**config.mk**
```make
export PLATFORM = sky130hd
export DESIGN_NAME = bb_pi_filter
export DESIGN_NICKNAME = d
export VERILOG_FILES = /design/src/rtl/bbf_pkg.sv /design/src/rtl/bbf_integrator.sv /design/src/rtl/bbf_scaler.sv /design/src/rtl/bb_pi_filter.sv
export SDC_FILE = /design/constraint.sdc
export NUM_CORES = 1
export LEC_CHECK = 0
export BUFFER_PORTS_ARGS = -buffer_cell sky130_fd_sc_hd__buf_2
export CAP_MARGIN = 20
export CORE_ASPECT_RATIO = 0.7
export CORE_MARGIN = 4
export CORE_UTILIZATION = 61
export CTS_CLUSTER_DIAMETER = 120
export DETAILED_ROUTE_END_ITERATION = 16
export PLACE_DENSITY = 0.95
export SLEW_MARGIN = 20
export SYNTH_ARGS = -nofsm -noshare
export SYNTH_HDL_FRONTEND = slang
export SYNTH_SLANG_ARGS = --single-unit
```
**constraint.sdc**
```tcl
create_clock -name clk -period 10.33 [get_ports clk]
set_input_delay 2.066 -clock clk [delete_from_list [all_inputs] [get_ports clk]]
set_output_delay 2.066 -clock clk [all_outputs]
set_load 0.1 [all_outputs]
```
**src/rtl/bbf_pkg.sv**
```systemverilog
package bbf_pkg;
    localparam int BBF_SH_W = 4;

    typedef enum logic [0:0] {
        ST_CENTRE = 1'b0,
        ST_TRACK  = 1'b1
    } bbf_state_e;
endpackage

```
**src/rtl/bbf_integrator.sv**
```systemverilog
module bbf_integrator #(
    parameter int ACC_W = 24,
    parameter int SH_W  = 4
) (
    input  logic                    clk,
    input  logic                    rst,
    input  logic                    en,
    input  logic                    up,
    input  logic [SH_W-1:0]         shift,
    output logic signed [ACC_W-1:0] acc_q,
    output logic signed [ACC_W-1:0] acc_nx
);
    localparam int WW = ACC_W + 2;
    localparam logic signed [WW-1:0] ACC_MAX = {3'b000, {(ACC_W-1){1'b1}}};
    localparam logic signed [WW-1:0] ACC_MIN = {3'b111, {(ACC_W-1){1'b0}}};

    logic signed [WW-1:0] step;
    logic signed [WW-1:0] wide;

    always_comb begin
        step = {{(WW-1){1'b0}}, 1'b1} << shift;
        wide = WW'(acc_q) + (up ? step : -step);
        if (!en)
            acc_nx = acc_q;
        else if (wide > ACC_MAX)
            acc_nx = ACC_MAX[ACC_W-1:0];
        else if (wide < ACC_MIN)
            acc_nx = ACC_MIN[ACC_W-1:0];
        else
            acc_nx = wide[ACC_W-1:0];
    end

    always_ff @(posedge clk) begin
        if (rst)
            acc_q <= '0;
        else
            acc_q <= acc_nx;
    end

    // a lead decision below the ceiling raises the accumulator
    p_up_r3: assert property (@(posedge clk) disable iff (rst)
        (en && up && acc_q != ACC_MAX[ACC_W-1:0]) |=> (acc_q > $past(acc_q)));
    // a lag decision above the floor lowers the accumulator
    p_down_r2: assert property (@(posedge clk) disable iff (rst)
        (en && !up && acc_q != ACC_MIN[ACC_W-1:0]) |=> (acc_q < $past(acc_q)));
    // once at the ceiling, further lead decisions keep it there
    p_sat_hold_r4: assert property (@(posedge clk) disable iff (rst)
        (en && up && acc_q == ACC_MAX[ACC_W-1:0]) |=> (acc_q == ACC_MAX[ACC_W-1:0]));
    // no decision, no change
    p_idle_r5: assert property (@(posedge clk) disable iff (rst)
        (!en) |=> $stable(acc_q));
endmodule

```
**src/rtl/bbf_scaler.sv**
```systemverilog
module bbf_scaler #(
    parameter int W      = 24,
    parameter int FRAC_W = 8,
    parameter int SH_W   = 4
) (
    input  logic signed [W-1:0]  word,
    input  logic [SH_W-1:0]      ds,
    output logic signed [W-1:0]  int_part,
    output logic [FRAC_W-1:0]    frac_part
);
    localparam int EW = W + FRAC_W;

    logic [SH_W-1:0]      eff;
    logic signed [EW-1:0] ext;
    logic signed [EW-1:0] shd;

    always_comb begin
        eff       = (32'(ds) > FRAC_W) ? SH_W'(FRAC_W) : ds;
        ext       = {word, {FRAC_W{1'b0}}};
        shd       = ext >>> eff;
        int_part  = shd[EW-1:FRAC_W];
        frac_part = shd[FRAC_W-1:0];
    end
endmodule

```
**src/rtl/bb_pi_filter.sv**
```systemverilog
module bb_pi_filter
    import bbf_pkg::*;
#(
    parameter int W      = 24,
    parameter int FRAC_W = 8
) (
    input  logic                 clk,
    input  logic                 rst,
    input  logic                 dec_valid,
    input  logic                 dec_lead,
    input  logic [BBF_SH_W-1:0]  kp_shift,
    input  logic [BBF_SH_W-1:0]  ki_shift,
    input  logic [BBF_SH_W-1:0]  ds_shift,
    input  logic signed [W-1:0]  centre_code,
    output logic signed [W-1:0]  word_out,
    output logic signed [W-1:0]  scaled_int,
    output logic [FRAC_W-1:0]    scaled_frac
);
    localparam int SW = W + 3;
    localparam logic signed [SW-1:0] OUT_MAX = {4'b0000, {(W-1){1'b1}}};
    localparam logic signed [SW-1:0] OUT_MIN = {4'b1111, {(W-1){1'b0}}};

    bbf_state_e state_q, state_nx;

    logic signed [W-1:0]  acc_q, acc_nx;
    logic signed [SW-1:0] pstep, pterm, sum;
    logic signed [W-1:0]  sum_sat;

    bbf_integrator #(.ACC_W(W), .SH_W(BBF_SH_W)) u_integ (
        .clk   (clk),
        .rst   (rst),
        .en    (dec_valid),
        .up    (dec_lead),
        .shift (ki_shift),
        .acc_q (acc_q),
        .acc_nx(acc_nx)
    );

    always_comb begin
        state_nx = state_q;
        unique case (state_q)
            ST_CENTRE: if (dec_valid) state_nx = ST_TRACK;
            ST_TRACK:  state_nx = ST_TRACK;
        endcase
    end

    always_ff @(posedge clk) begin
        if (rst) state_q <= ST_CENTRE;
        else     state_q <= state_nx;
    end

    always_comb begin
        pstep = {{(SW-1){1'b0}}, 1'b1} << kp_shift;
        pterm = dec_lead ? pstep : -pstep;
        sum   = SW'(centre_code) + pterm + SW'(acc_nx);
        if (sum > OUT_MAX)      sum_sat = OUT_MAX[W-1:0];
        else if (sum < OUT_MIN) sum_sat = OUT_MIN[W-1:0];
        else                    sum_sat = sum[W-1:0];
    end

    always_ff @(posedge clk) begin
        if (rst)
            word_out <= centre_code;
        else if (dec_valid)
            word_out <= sum_sat;
        else if (state_q == ST_CENTRE)
            word_out <= centre_code;
    end

    bbf_scaler #(.W(W), .FRAC_W(FRAC_W), .SH_W(BBF_SH_W)) u_scale (
        .word     (word_out),
        .ds       (ds_shift),
        .int_part (scaled_int),
        .frac_part(scaled_frac)
    );

    // reset loads the centre code and clears the integral
    p_reset_load_r1: assert property (@(posedge clk)
        rst |=> (word_out == $past(centre_code) && acc_q == '0 && state_q == ST_CENTRE));
    // tracking without a decision holds the word
    p_hold_r5: assert property (@(posedge clk) disable iff (rst)
        (state_q == ST_TRACK && !dec_valid) |=> $stable(word_out));
    // centre state follows the centre code
    p_centre_follow_r9: assert property (@(posedge clk) disable iff (rst)
        (state_q == ST_CENTRE && !dec_valid) |=> (word_out == $past(centre_code)));
    // a decision always leaves the controller tracking
    p_enter_track_r9: assert property (@(posedge clk) disable iff (rst)
        dec_valid |=> (state_q == ST_TRACK));
endmodule

```
==> impl_metrics.json, run 1 <==
{
  "power_density_mw_per_mm2": 265,
  "fin_skew_ps": 6.60,
  "htree_num_levels": 2,
  "synthDistinctLibCells": 80,
  "required_ps": 10370,
  "slowest_delay_ps": 500,
  "yosys.area.top_type": "edfxtp_1",
  "clock-root-buffer": "clkbuf_16",
  "max_freq_ghz": 0.101,
  "synthFlopType": "dfxtp_1",
  "ys_ff_latch": 49,
  "antenna_found_initial": 0,
  "rows": 34,
  "grt_overflow": 0,
  "grt_max_degree": 53,
  "dp_hpwl_um": 17800,
  "synth_area_leaders": "edfxtp_1, ha_1, mux2i_1",
  "cap_violations": 0,
  "arrival_ps": 9950,
  "grt_first_pass_wirelength_um": 35600,
  "yosysSeqAreaShare_pct": 15.8,
  "cts_buffers": 5,
  "crit_path_end_kind": "flop",
  "ir_drop_mv": 0.317,
  "antenna_left": 0,
  "setup_viol": 0,
  "static-leakage-power_nw": 3.99,
  "outcome": "finished clean",
  "synthXorXnorAreaFrac_pct": 5.45,
  "cts_tree": "yes",
  "yosys_warnings": 0,
  "cp_max_fo": 23,
  "synth-compound-area-share_pct": 30.2,
  "die_x_um": 142,
  "critical_path_class": "in -> reg",
  "cp-start-kind": "input pin",
  "power.internal_w": 0.000845,
  "hp-start": "state_q$_SDFF_PP0_",
  "pwr-share-clk_pct": 7.6,
  "hold_slack_ps": 505,
  "drtIter0Drc": 1085,
  "dp_worst_setup_slack_ps": -66.7,
  "cts_setup_buffers": 0,
  "r2r_slack_ps": 3380,
  "syn_to_final_growth_pct": 9.09,
  "combPwrFrac_pct": 77.7,
  "via_per_inst": 6.67,
  "cts_sinks": 49,
  "synthesis.nets": 1133,
  "gr-usage-all-layers_pct": 29.9,
  "reg2reg_depth": 25,
  "dieArea_mm2": 0.0145,
  "period_share_pct": 95.9,
  "synthArstFlopShare_pct": 0,
  "rsz0062_at_grt": "no",
  "r2r-start": "u_integ.acc_q[0]$_SDFF_PP0_",
  "synthMuxAreaShare_pct": 8.09,
  "place_congestion": 1.00,
  "clkLatencyLatePin_ps": 290,
  "vias": 8128,
  "synthSimpleGateAreaFrac_pct": 15.7,
  "portBuffers": 95,
  "slew_viol_final": 0,
  "worstSetupStartpoint": "ki_shift[1]",
  "synth_top_area_share_pct": 9.34,
  "r2r-end": "word_out[1]$_DFFE_PP_",
  "hp-class": "reg -> reg",
  "synth_top_family_by_area": "compound AO/OA/AOI/OAI gates",
  "route.detailed.drc": 0,
  "num_io_pins": 96,
  "final.setup.tns_ps": 0,
  "p_sw_w": 0.00138,
  "drtPass1Iterations": 9,
  "path_clk_slew_ps": 70,
  "tightest_slew_ps": 993,
  "fin_ws_ps": 422,
  "cts_buffer_depth": 2,
  "finalHoldViolCount": 0,
  "switching_share_pct": 62.1,
  "synth.cell_area_mm2": 0.00772,
  "nets": 1175,
  "synth-edff-count": 24,
  "die_y_um": 102,
  "synthCells": 1012,
  "critPathSlowestCell": "fa_1",
  "timing.final.crit_period_ps": 9910,
  "core_area_mm2": 0.0124,
  "slew_headroom_pct": 33.6,
  "power_frac_seq_pct": 14.7,
  "synth-adder-area-share_pct": 15.9,
  "wire_per_inst_um": 18.8,
  "synth.most_common_cell": "nand2_1",
  "drive_above_1_share_pct": 15.3,
  "synth_top_cells_by_count": "nand2_1, inv_1, a21oi_1",
  "grt_pass1_vias": 7245,
  "avgSynthCellArea_um2": 7.63,
  "endpoint": "word_out[1]$_DFFE_PP_",
  "totalWireLength_um": 22900,
  "start_util_pct": 62.4
}
==> metrics by stage <==
| stage | std cells | instance area, µm² | power, W | utilization [%] |
|---|---|---|---|---|
| global placement | 1208 | 8180 | 0.00194 | 66.1 |
| global route | 1217 | 8420 | 0.00234 | 68.0 |
| detailed placement | 1208 | 8180 | 0.00198 | 66.1 |
| floorplan | 1012 | 7720 | 0.00169 | - |
| finish | 1218 | 8420 | 0.00223 | 68.0 |
| CTS | 1216 | 8330 | 0.00216 | 67.3 |
==> worst max-delay path: cells and delay by family <==
kind	cells	cell delay [ps]
AOI/OAI and AO/OA	16	3780
adders and majority gates	5	1920
buffers and inverters	3	260
and+or+nand+nor	10	1660
xor gates and xnor gates	1	240
==> metal layers <==
layer,global-route usage (%),share of wire [%],up-vias
li1,-,-,3718
met1,43.3,41,3770
met2,45.4,43,564
met3,6.83,13,76
met4,7.67,2.4,0
met5,0,0,-
==> placed cells by master (no fill, tap or decap), drive strengths merged, types with 12 or more instances in the layout <==
master  netlist  layout
nand3        21      21
ha           53      53
a21oi        78      78
and2         14      14
nor3         18      18
inv         101     101
a21boi       12      12
nand2       105     105
dfxtp        25      25
fa           28      28
nor2         70      70
o21ai        71      71
mux2i        59      59
a211oi       16      16
edfxtp       24      24
buf          15     106
a21o         24      24
a221o        26      26
a31oi        12      12
xor2         19      19
xnor2        29      29
==> cell type report <==
| type | count | area [µm²] |
|---|---|---|
| diodes | 1 | 2.50 |
| clock buffers | 8 | 146 |
| fillers | 938 | 3960 |
| inverters | 101 | 379 |
| multi-input cells | 791 | 5910 |
| flip-flops and latches | 49 | 1220 |
| well taps | 162 | 203 |
| repair buffers | 106 | 558 |
==> power groups by stage <==
stage / Clock [W] / Sequential [W] / Combinational [W]
2_1_floorplan: 0 / 0.000591 / 0.00110
3_3_place_gp: 0 / 0.000329 / 0.00161
3_5_place_dp: 0 / 0.000330 / 0.00165
4_1_cts: 0.000167 / 0.000327 / 0.00166
5_1_grt: 0.000174 / 0.000335 / 0.00183
6_report: 0.000169 / 0.000328 / 0.00173
==> logic make-up after synthesis <==
| kind of cell | Yosys count |
|---|---|
| AO/OA/AOI/OAI | 332 |
| XOR/XNOR | 48 |
| adder cells (fa/ha/maj) | 81 |
| buffers and inverters | 173 |
| flip-flops | 49 |
| multiplexers | 62 |
| AND/OR/NAND/NOR | 267 |
==> state kept, by name, summed over array words and instances (netlist names) <==
name           cells
word_out          24
u_integ.acc_q     24
state_q            1
==> how the worst min path moves through the flow <==
stage	cells past startpoint	slack, ps	endpoint
floorplan	2	440	state_q$_SDFF_PP0_
global placement	2	450	state_q$_SDFF_PP0_
detailed placement	2	490	state_q$_SDFF_PP0_
CTS	2	490	state_q$_SDFF_PP0_
global route	2	520	u_integ.acc_q[16]$_SDFF_PP0_
finish	2	500	state_q$_SDFF_PP0_
==> what timing repair did <==
item	CTS	global route
endpoints found under the setup margin	0	23
hold endpoints to repair	0	0
hold buffers	0	0
resized for setup	0	12
(Power assumes the default switching activity.)
==> run 2: changes to the inputs <==
Settings changed: CORE_UTILIZATION 61 to 65.
Clock period 10.33 ns to 12.8 ns, I/O delays scaled along.
==> run 2 against run 1 <==
  * Sequential power decreased by 20%
  * Count of clock-buffer cells in the layout is the same
  * Largest cell class unchanged
  * First-iteration DRC count down 15%
  * Global-route usage increased by 1.5 points
  * Non-clock buffer count down 8
  * Core utilization increased by 5.1 points
==> impl_metrics.json, run 2 (same netlist as run 1, synthesis figures left out) <==
{
  "rows": 32,
  "endpoint": "word_out[2]$_DFFE_PP_",
  "finalHoldViolCount": 0,
  "antenna_found_initial": 0,
  "cap_violations": 0,
  "cts_setup_buffers": 0,
  "cts_hold_buf": 0,
  "r2r_slack_ps": 5220,
  "power_frac_seq_pct": 15.0,
  "crit_path_end_kind": "flop",
  "ir_drop_mv": 0.245,
  "drtPass1Iterations": 6,
  "gr-usage-all-layers_pct": 31.5,
  "outcome": "finished clean",
  "htree_num_levels": 2,
  "diodes": 0,
  "core_area_mm2": 0.0113,
  "final.setup.tns_ps": 0,
  "reg2reg_depth": 25,
  "num_io_pins": 96,
  "syn_to_final_growth_pct": 7.00,
  "r2r-start": "u_integ.acc_q[0]$_SDFF_PP0_",
  "switching_share_pct": 62.1,
  "max_freq_ghz": 0.0896,
  "slew_headroom_pct": 33.1,
  "critPathSlowestCell": "a21oi_2",
  "antenna_left": 0,
  "path_clk_slew_ps": 70,
  "critical_path_class": "in -> reg",
  "wire_per_inst_um": 18.6,
  "dp.cells": 1191,
  "hp-class": "reg -> reg",
  "period_share_pct": 87.2,
  "worstSetupStartpoint": "ki_shift[2]",
  "power_density_mw_per_mm2": 212,
  "fin_cells": 1199,
  "arrival_ps": 11210,
  "place_congestion": 0.990,
  "grt_first_pass_wirelength_um": 36000,
  "cp_max_fo": 23,
  "drive_above_1_share_pct": 14.0,
  "timing.final.crit_period_ps": 11170,
  "static-leakage-power_nw": 3.93,
  "drtIter0Drc": 918,
  "dp_hpwl_um": 17500,
  "ctsResizeCount": 0,
  "portBuffers": 95,
  "pwr-share-clk_pct": 7.9,
  "r2r-end": "word_out[2]$_DFFE_PP_",
  "clkLatencyLatePin_ps": 300,
  "via_per_inst": 6.64,
  "start_util_pct": 68.4,
  "setup_viol": 0,
  "combPwrFrac_pct": 77.1,
  "cp-start-kind": "input pin",
  "crit_top_cell": "nor2_1",
  "required_ps": 12850,
  "cts_tree": "yes",
  "rsz0062_at_grt": "no",
  "dieArea_mm2": 0.0137,
  "die_y_um": 99.2,
  "grt_overflow": 0,
  "vias": 7965,
  "slowest_delay_ps": 580,
  "cts_buffer_depth": 2,
  "layout_common_cells": "nand2_1, inv_1, buf_2",
  "grt_pass1_vias": 7296,
  "die_x_um": 138,
  "slew_viol_final": 0,
  "grt_max_degree": 53,
  "final_common_cell": "nand2_1",
  "clock-root-buffer": "clkbuf_16",
  "cts_sinks": 49,
  "tightest_slew_ps": 1000,
  "route.detailed.drc": 0,
  "reg_top3": "u_integ.acc_q (24), word_out (24), state_q (1)",
  "power.internal_w": 0.000665,
  "cts_buffers": 5,
  "nets": 1166,
  "finalPower_w": 0.00175,
  "p_sw_w": 0.00109,
  "totalWireLength_um": 22300,
  "fin_skew_ps": 7.41
}
-- run 2: through the flow --
stage / instance area [µm²] / setup slack [ps] / util (%) / hold slack [ps]
2_1_floorplan: 7720 / 2820 / - / 435
3_3_place_gp: 8110 / 1850 / 71.8 / 448
3_5_place_dp: 8110 / 1540 / 71.8 / 482
4_1_cts: 8250 / 1810 / 73.1 / 490
5_1_grt: 8260 / 1040 / 73.1 / 526
6_report: 8260 / 1630 / 73.1 / 495
-- run 2: power groups by stage --
stage	clock network [W]	logic [W]	registers, W
final	0.000138	0.00135	0.000264
after global routing	0.000144	0.00144	0.000268
after CTS	0.000136	0.00133	0.000261
after detailed placement	0	0.00132	0.000264
after global placement	0	0.00129	0.000263
after floorplan	0	0.000889	0.000477
-- run 2: cell type report --
class / count / area (µm²)
clock buffers: 8 / 146
well taps: 153 / 191
inverters: 101 / 379
repair buffers: 98 / 498
multi-input cells: 790 / 5820
flip-flops and latches: 49 / 1220
fillers: 878 / 3030
-- run 2: critical path: cells and delay by family --
family	cells	cell delay, ps
buffers and inverters	3	290
xor gates and xnor gates	1	120
AOI/OAI and AO/OA	16	4430
and+or+nand+nor	10	1880
adders and majority gates	5	1920
-- run 2: routing by layer --
metal / wire length (µm) / vias to the layer above / part of all wire, % / GRT usage [%]
met5: 0 / - / 0 / 0
met4: 366 / 0 / 1.6 / 6.99
met3: 2420 / 53 / 11 / 6.54
met2: 9610 / 463 / 43 / 47.6
met1: 9920 / 3739 / 44 / 46.6
li1: - / 3710 / - / -
-- run 2: worst min-delay path by stage --
stage	startpoint	end	cells past startpoint
floorplan	state_q$_SDFF_PP0_	state_q$_SDFF_PP0_	2
global placement	state_q$_SDFF_PP0_	state_q$_SDFF_PP0_	2
detailed placement	u_integ.acc_q[16]$_SDFF_PP0_	u_integ.acc_q[16]$_SDFF_PP0_	2
CTS	u_integ.acc_q[16]$_SDFF_PP0_	u_integ.acc_q[16]$_SDFF_PP0_	2
global route	u_integ.acc_q[0]$_SDFF_PP0_	u_integ.acc_q[0]$_SDFF_PP0_	2
finish	u_integ.acc_q[16]$_SDFF_PP0_	u_integ.acc_q[16]$_SDFF_PP0_	2
==> run 3: changes to the inputs <==
Settings changed: CORE_UTILIZATION 65 to 61, REMOVE_ABC_BUFFERS set to 1, SLEW_MARGIN 20 to unset.
Clock period 12.8 ns to 12.3 ns, I/O delays scaled along.
==> run 3 against run 2 <==
  * Critical path depth unchanged
  * Sequential share of layout area about the same
  * Design area increased by 0.30%
  * Critical path type unchanged
==> impl_metrics.json, run 3 (same netlist as run 1, synthesis figures left out) <==
{
  "totalWireLength_um": 21600,
  "num_io_pins": 96,
  "die_x_um": 142,
  "gr-usage-all-layers_pct": 29.1,
  "grt_pass1_vias": 7229,
  "cts_setup_buffers": 0,
  "path_clk_slew_ps": 80,
  "cts_tree": "yes",
  "arrival_ps": 11120,
  "slew_headroom_pct": 38.6,
  "fillers": 983,
  "reg_top3": "u_integ.acc_q (24), word_out (24), state_q (1)",
  "rsz0062_at_grt": "no",
  "required_ps": 12350,
  "hp-class": "reg -> reg",
  "cap_violations": 0,
  "nets": 1168,
  "multi_input_area_mm2": 0.00582,
  "portBuffers": 95,
  "clkLatencyLatePin_ps": 300,
  "fin_cells": 1210,
  "power_frac_seq_pct": 15.2,
  "cts_hold_buf": 0,
  "final_common_cell": "nand2_1",
  "diodes": 0,
  "cp_max_fo": 23,
  "die_y_um": 102,
  "start_util_pct": 62.4,
  "cts_buffers": 5,
  "dp.cells": 1201,
  "switching_share_pct": 62.2,
  "ctsResizeCount": 0,
  "clock-root-buffer": "clkbuf_16",
  "route.detailed.drc": 0,
  "grt_overflow": 0,
  "fin_skew_ps": 8.96,
  "cp-start-kind": "input pin",
  "power.internal_w": 0.000686,
  "place_congestion": 1.01,
  "final.setup.tns_ps": 0,
  "max_freq_ghz": 0.0904,
  "slowest_delay_ps": 530,
  "crit_top_cell": "nor2_1",
  "p_sw_w": 0.00113,
  "rows": 34,
  "timing.final.crit_period_ps": 11060,
  "pwr-share-clk_pct": 7.7,
  "antenna_left": 0,
  "register_area_mm2": 0.00122,
  "setup_viol": 0,
  "tightest_slew_ps": 918,
  "critPathSlowestCell": "a311oi_1",
  "dieArea_mm2": 0.0145,
  "critical_path_class": "in -> reg",
  "vias": 7951,
  "cts_buffer_depth": 2,
  "grt_max_degree": 53,
  "htree_num_levels": 2,
  "power_density_mw_per_mm2": 219,
  "drive_above_1_share_pct": 14.1,
  "antenna_found_initial": 0,
  "hold_slack_ps": 486,
  "crit_path_end_kind": "flop",
  "layout_common_cells": "nand2_1, inv_1, buf_2",
  "drtIter0Drc": 1175,
  "outcome": "finished clean",
  "wire_per_inst_um": 17.9,
  "drtPass1Iterations": 9,
  "static-leakage-power_nw": 3.94,
  "finalPower_w": 0.00182,
  "ir_drop_mv": 0.234,
  "syn_to_final_growth_pct": 7.33,
  "finalHoldViolCount": 0,
  "slew_viol_final": 0,
  "dp_hpwl_um": 17000,
  "cts_sinks": 49,
  "period_share_pct": 90.0,
  "combPwrFrac_pct": 77.1,
  "via_per_inst": 6.57,
  "core_area_mm2": 0.0124,
  "grt_first_pass_wirelength_um": 35100
}
## run 3: changes by cell type in the layout (fill, tap and decap cells not counted), sizes merged
cell      change
clkinvlp      +1
clkbuf        -3
clkinv        +2
buf           +2
## run 3: path summary, 6_finish.rpt
| path | cells past startpoint | from | slack [ps] | endpoint |
|---|---|---|---|---|
| worst max register to register | 25 | u_integ.acc_q[0]$_SDFF_PP0_ | 4680 | word_out[0]$_DFFE_PP_ |
| worst max-delay path | 35 | ki_shift[2] | 1240 | word_out[0]$_DFFE_PP_ |
| worst min register to register | 2 | state_q$_SDFF_PP0_ | 490 | state_q$_SDFF_PP0_ |
| worst min-delay path | 2 | state_q$_SDFF_PP0_ | 490 | state_q$_SDFF_PP0_ |
## run 3: cell type report
| type | count | area share, % |
|---|---|---|
| tap | 162 | 2.45 |
| clock buffer | 5 | 1.51 |
| multi-input combinational | 790 | 70.2 |
| timing repair buffer | 100 | 6.28 |
| sequential | 49 | 14.7 |
| clock inverter | 3 | 0.211 |
| inverter | 101 | 4.58 |
## run 3: stage by stage
stage                     utilization (%)  setup WS (ps)  area [µm²]
after floorplan                         -           2520        7420
after global placement               65.6           1560        8130
after detailed placement             65.6           1110        8130
after CTS                            66.8           1410        8270
after global routing                 66.9            580        8280
final                                66.9           1240        8280
## run 3: metal layers
| layer | share of wire [%] | GRT usage [%] | vias up |
|---|---|---|---|
| met5 | 0 | 0 | - |
| met4 | 2.5 | 6.87 | 0 |
| met3 | 10 | 4.54 | 74 |
| met2 | 45 | 47.1 | 492 |
| met1 | 43 | 41.3 | 3689 |
| li1 | - | - | 3696 |
## run 3: worst max-delay path: cells and delay by family
family,cells,cell delay [ps]
buffers and inverters,3,300
adders and majority gates,5,1920
AOI/OAI and AO/OA,16,4400
and+or+nand+nor,10,1900
xor gates and xnor gates,1,120
## run 3: power groups by stage
stage | logic [W] | clock network [W] | registers [W]
final | 0.00140 | 0.000141 | 0.000276
after global routing | 0.00149 | 0.000147 | 0.000281
after CTS | 0.00138 | 0.000140 | 0.000274
after detailed placement | 0.00137 | 0 | 0.000277
after global placement | 0.00133 | 0 | 0.000277
after floorplan | 0.000894 | 0 | 0.000501
